### src/rtl/smbbuf_pkg.sv
package smbbuf_pkg;
  localparam int BUF_DEPTH = 32;
  localparam int IDX_W = $clog2(BUF_DEPTH + 1);
  localparam int ENG_W = $clog2(BUF_DEPTH);
  localparam logic [2:0] PROTO_SMB_BLOCK = 3'b101;

  typedef struct packed {
    logic             store;
    logic             inRange;
    logic [IDX_W-1:0] idx;
  } bufStrobe_t;
endpackage

### src/rtl/smbbuf_ctrl.sv
module smbbuf_ctrl
  import smbbuf_pkg::*;
(
  input  logic       clk,
  input  logic       rstN,
  input  logic [7:0] auxCtl,
  input  logic [7:0] hostCnt,
  input  logic       ctlRdEn,
  input  logic       swWrEn,
  input  logic       swRdEn,
  output logic       bufMode,
  output bufStrobe_t strb
);
  localparam logic [IDX_W-1:0] IDX_END = IDX_W'(BUF_DEPTH);

  logic [IDX_W-1:0] idx;
  logic inRange;
  logic step;

  // protocol field bits 4:2 select SMBus block; aux bit 1 enables the buffer
  assign bufMode = auxCtl[1] && (hostCnt[4:2] == PROTO_SMB_BLOCK);
  assign inRange = bufMode && (idx < IDX_END);
  assign step    = inRange && (swWrEn || swRdEn) && !ctlRdEn;

  always_ff @(posedge clk) begin
    if (!rstN)        idx <= '0;
    else if (ctlRdEn) idx <= '0;
    else if (step)    idx <= idx + 1'b1;
  end

  always_comb begin
    strb.store   = inRange && swWrEn && !ctlRdEn;
    strb.inRange = inRange;
    strb.idx     = idx;
  end
endmodule

### src/rtl/smbbuf_dpath.sv
module smbbuf_dpath
  import smbbuf_pkg::*;
#(
  parameter int DATA_W = 8
) (
  input  logic              clk,
  input  logic              rstN,
  input  bufStrobe_t        strb,
  input  logic [DATA_W-1:0] swWrData,
  output logic [DATA_W-1:0] swRdData,
  input  logic              cntWrEn,
  input  logic [DATA_W-1:0] cntWrData,
  output logic [DATA_W-1:0] cntData,
  output logic              cntErr,
  input  logic [ENG_W-1:0]  engIdx,
  input  logic              engWrEn,
  input  logic [DATA_W-1:0] engWrData,
  output logic [DATA_W-1:0] engRdData,
  input  logic              engCntWr,
  input  logic [DATA_W-1:0] engCntData
);
  localparam logic [DATA_W-1:0] CNT_MAX = DATA_W'(BUF_DEPTH);

  logic [DATA_W-1:0] memQ [BUF_DEPTH];
  logic [DATA_W-1:0] cntQ;

  for (genvar e = 0; e < BUF_DEPTH; e++) begin : g_ent
    logic [DATA_W-1:0] q;
    always_ff @(posedge clk) begin
      if (!rstN)
        q <= '0;
      else if (engWrEn && engIdx == ENG_W'(e))
        q <= engWrData;
      else if (strb.store && strb.idx == IDX_W'(e))
        q <= swWrData;
    end
    assign memQ[e] = q;
  end

  always_ff @(posedge clk) begin
    if (!rstN)         cntQ <= '0;
    else if (engCntWr) cntQ <= engCntData;
    else if (cntWrEn)  cntQ <= cntWrData;
  end

  assign swRdData  = strb.inRange ? memQ[strb.idx[ENG_W-1:0]] : '0;
  assign engRdData = memQ[engIdx];
  assign cntData   = cntQ;
  assign cntErr    = (cntQ == '0) || (cntQ > CNT_MAX);
endmodule

### src/rtl/smbus_blkbuf.sv
module smbus_blkbuf
  import smbbuf_pkg::*;
(
  input  logic       clk,
  input  logic       rstN,
  input  logic [7:0] auxCtl,
  input  logic [7:0] hostCnt,
  input  logic       ctlRdEn,
  input  logic       blkWrEn,
  input  logic [7:0] blkWrData,
  input  logic       blkRdEn,
  output logic [7:0] blkRdData,
  input  logic       cntWrEn,
  input  logic [7:0] cntWrData,
  output logic [7:0] cntData,
  output logic       cntErr,
  output logic       bufMode,
  input  logic [4:0] engIdx,
  input  logic       engWrEn,
  input  logic [7:0] engWrData,
  output logic [7:0] engRdData,
  input  logic       engCntWr,
  input  logic [7:0] engCntData
);
  bufStrobe_t strb;

  smbbuf_ctrl u_ctrl (
    .clk(clk), .rstN(rstN), .auxCtl(auxCtl), .hostCnt(hostCnt),
    .ctlRdEn(ctlRdEn), .swWrEn(blkWrEn), .swRdEn(blkRdEn),
    .bufMode(bufMode), .strb(strb)
  );

  smbbuf_dpath #(.DATA_W(8)) u_dpath (
    .clk(clk), .rstN(rstN), .strb(strb),
    .swWrData(blkWrData), .swRdData(blkRdData),
    .cntWrEn(cntWrEn), .cntWrData(cntWrData),
    .cntData(cntData), .cntErr(cntErr),
    .engIdx(engIdx), .engWrEn(engWrEn), .engWrData(engWrData),
    .engRdData(engRdData), .engCntWr(engCntWr), .engCntData(engCntData)
  );
endmodule

### config.mk
export PLATFORM = sky130hd
export DESIGN_NAME = smbus_blkbuf
export DESIGN_NICKNAME = d
export VERILOG_FILES = /design/src/rtl/smbbuf_pkg.sv /design/src/rtl/smbbuf_ctrl.sv /design/src/rtl/smbbuf_dpath.sv /design/src/rtl/smbus_blkbuf.sv
export SDC_FILE = /design/constraint.sdc
export NUM_CORES = 1
export LEC_CHECK = 0
export BUFFER_PORTS_ARGS = -buffer_cell sky130_fd_sc_hd__clkbuf_2
export CORE_ASPECT_RATIO = 1.5
export CORE_MARGIN = 4
export CORE_UTILIZATION = 50
export CTS_CLUSTER_DIAMETER = 60
export DETAILED_ROUTE_END_ITERATION = 10
export PLACE_DENSITY_LB_ADDON = 0.2
export SETUP_SLACK_MARGIN = 0.1
export SLEW_MARGIN = 0
export SYNTH_ARGS = -nofsm -noshare
export SYNTH_HDL_FRONTEND = slang
export SYNTH_SLANG_ARGS = --single-unit
### constraint.sdc
create_clock -name clk -period 6.9 [get_ports clk]
set_input_delay 1.725 -clock clk [delete_from_list [all_inputs] [get_ports clk]]
set_output_delay 1.725 -clock clk [all_outputs]
set_load 0.01 [all_outputs]
==> impl_metrics.env <==
export IMPL_grt_max_degree=187
export IMPL_clock_fmax_mhz=164
export IMPL_worst_hold_slack_ns=0.513
export IMPL_cts_buffers_inserted=28
export IMPL_synth_edf_count=0
export IMPL_crit_arrival_ns=4.37
export IMPL_slew_viol_final=0
export IMPL_clk_pin_slew_ns=0.07
export IMPL_grt_antenna_before_repair=0
export IMPL_n_antenna_cell=0
export IMPL_hp_class="reg2reg"
export IMPL_cp_max_fo=41
export IMPL_status="complete, no violations"
export IMPL_cp_start_kind="input pin"
export IMPL_synthArstFlopShare=0
export IMPL_vias=15500
export IMPL_ys_warn_count=0
export IMPL_irDropWorstVdd_uv=160
export IMPL_clock_root_buffer="clkbuf_16"
export IMPL_min_period_over_period=0.883
export IMPL_dr_first_iter_drc_count=1928
export IMPL_core_area_mm2=0.0333
export IMPL_portBuffers=74
export IMPL_routed_wl_um=62400
export IMPL_ios=87
export IMPL_p_leak_nw=5.62
export IMPL_die_h_um=233
export IMPL_maxCapViolCount=0
export IMPL_power_density_mw_per_mm2=193
export IMPL_cts_resized=0
export IMPL_layout_common_cells="o21ai_0 (392), dfxtp_1 (265), mux2i_1 (151), mux4_2 (133), a21oi_1 (130)"
export IMPL_synth_area_mm2=0.0168
export IMPL_start_util=0.505
export IMPL_fin_crit_ns=6.10
export IMPL_worstSetupEndpointType="primary output"
export IMPL_gp_congestion=0.945
export IMPL_grt_pass1_vias=14500
export IMPL_drive_gt1_frac=0.183
export IMPL_rows=82
export IMPL_fill_cells=2936
export IMPL_dpl_instance_area_mm2=0.0170
export IMPL_drc_errors=0
export IMPL_grt_total_usage=0.332
export IMPL_required_ns=5.18
export IMPL_worstMarginPinSlew_ns=1.24
export IMPL_clock_latency_ns=0.57
export IMPL_ys_flop_type="dfxtp_1"
export IMPL_htreeDepth=1
export IMPL_setup_violations=0
export IMPL_fin_nets=1788
export IMPL_crit_path_top_delay_cell="buf_4"
export IMPL_power_mw=3.47
export IMPL_area_growth_pct=6.61
export IMPL_die_area_mm2=0.0367
export IMPL_final_common_cell="o21ai_0"
export IMPL_grt_ovfl_total=0
export IMPL_synth_seq_cells=270
export IMPL_cts_hold_buf=0
export IMPL_synth_avg_cell_area_um2=9.23
export IMPL_routedWlPerCell_um=28.8
export IMPL_ant_nets=0
export IMPL_cts_buffer_depth=3
export IMPL_clock_skew_ns=0.00920
export IMPL_cts_tree="built"
export IMPL_final_hold_viol_count=0
export IMPL_final_area_mm2=0.0179
export IMPL_drt_pass1_iterations=8
export IMPL_grt_pass1_wl_um=92800
export IMPL_synth_cell_types=50
export IMPL_clock_sinks=270
export IMPL_post_cts_buffers=0
export IMPL_die_w_um=158
export IMPL_yosysSeqAreaShare=0.321
export IMPL_multi_input_area_mm2=0.0105
export IMPL_viasPerCell=7.18
export IMPL_detailed_place_hpwl_um=38900
export IMPL_postLayoutCoreUtil=0.538
export IMPL_setup_tns_ns=0
export IMPL_crit_type="in2out"
export IMPL_synth_net_count=1889
export IMPL_seqCellArea_mm2=0.00542
export IMPL_grt_setup_unrepaired="no"
export IMPL_syn_inst=1824
export IMPL_cp_slowest_stage_delay_ns=0.65
export IMPL_path_cells="buf_4 > buf_4 > mux4_2 > mux4_2 > mux2_2 > clkbuf_2"
export IMPL_max_slew_margin=0.173
-- logic make-up (layout without fill, tap and decap cells) --
group,Yosys count,count (layout),share of synthesized area
compound gates,686,686,0.221
xor+xnor,4,4,0.00208
fa+ha+maj,4,4,0.00297
buf+inv,229,149,0.0554
flops,270,270,0.321
mux,308,308,0.284
simple gates,323,323,0.114
-- worst max-delay path: cells and delay by family --
kind / cells / cell delay (ns)
buffers and inverters: 3 / 1.15
multiplexers: 3 / 1.47
-- layer usage --
layer,part of all wire,track usage
met5,0,0
met4,0.086,0.233
met3,0.085,0.0441
met2,0.47,0.527
met1,0.36,0.415
-- synth_stat cells (all sizes together), types with 3 or more instances --
| library cell | count | share of area |
|---|---|---|
| nor4 | 14 | 0.017 |
| o21ai | 392 | 0.12 |
| nand3 | 77 | 0.023 |
| and4b | 3 | 0.0018 |
| clkbuf | 179 | 0.040 |
| nand4bb | 5 | 0.0033 |
| a22o | 3 | 0.0016 |
| a31oi | 128 | 0.048 |
| o211ai | 3 | 0.0013 |
| a21boi | 5 | 0.0022 |
| a22oi | 5 | 0.0022 |
| a221oi | 8 | 0.0042 |
| dfxtp | 270 | 0.32 |
| nand4b | 5 | 0.0026 |
| nand2 | 110 | 0.025 |
| o311a | 5 | 0.0030 |
| nor2 | 15 | 0.0033 |
| o221ai | 3 | 0.0016 |
| nor2b | 12 | 0.0045 |
| and3 | 28 | 0.010 |
| ha | 4 | 0.0030 |
| and2 | 10 | 0.0037 |
| a21oi | 130 | 0.039 |
| nand4 | 21 | 0.0078 |
| nor4bb | 4 | 0.0024 |
| inv | 5 | 0.0011 |
| buf | 45 | 0.014 |
| a211o | 3 | 0.0016 |
| and4 | 3 | 0.0016 |
| mux2i | 151 | 0.090 |
| xnor2 | 3 | 0.0016 |
| mux4 | 133 | 0.18 |
| mux2 | 24 | 0.016 |
| or4b | 4 | 0.0024 |
-- registers in the layout (all words and copies together), names as in the netlist --
register and count:
u_dpath.g_ent.q 256, u_ctrl.idx 6, u_dpath.cntData 8
-- report_power, final --
group / switching [mW] / leakage, nW / internal [mW] / total [mW]
Combinational: 0.194 / 2.99 / 0.0956 / 0.290
Clock: 0.685 / 0.450 / 0.896 / 1.58
Sequential: 0.0207 / 2.18 / 1.58 / 1.60
-- layout make-up --
| type | count | area share |
|---|---|---|
| Clock inverter | 8 | 0.00481 |
| Multi-Input combinational cell | 1325 | 0.585 |
| Inverter | 5 | 0.00105 |
| Sequential cell | 270 | 0.302 |
| Timing Repair Buffer | 93 | 0.0299 |
| Clock buffer | 43 | 0.0478 |
| Tap cell | 420 | 0.0293 |
-- final timing paths --
| kind | start | endpoint | slack [ns] | cells after the start |
|---|---|---|---|---|
| setup / recovery | engIdx[0] | engRdData[3] | 0.80 | 6 |
| hold / removal | u_dpath.g_ent[24].q[7]$_SDFFE_PN0P_ | u_dpath.g_ent[24].q[7]$_SDFFE_PN0P_ | 0.51 | 2 |
| setup reg to reg | u_ctrl.idx[1]$_SDFFE_PP0P_ | u_dpath.g_ent[3].q[0]$_SDFFE_PN0P_ | 2.75 | 7 |
| hold reg to reg | u_dpath.g_ent[24].q[7]$_SDFFE_PN0P_ | u_dpath.g_ent[24].q[7]$_SDFFE_PN0P_ | 0.51 | 2 |
-- per-stage QoR --
step	worst slack [ns]	cells
after floorplan	1.60	1824
after global placement	0.781	2113
after detailed placement	0.767	2113
after CTS	0.765	2164
after global routing	0.678	2164
final	0.804	2164
No activity file was read; power rests on OpenSTA's default activity.
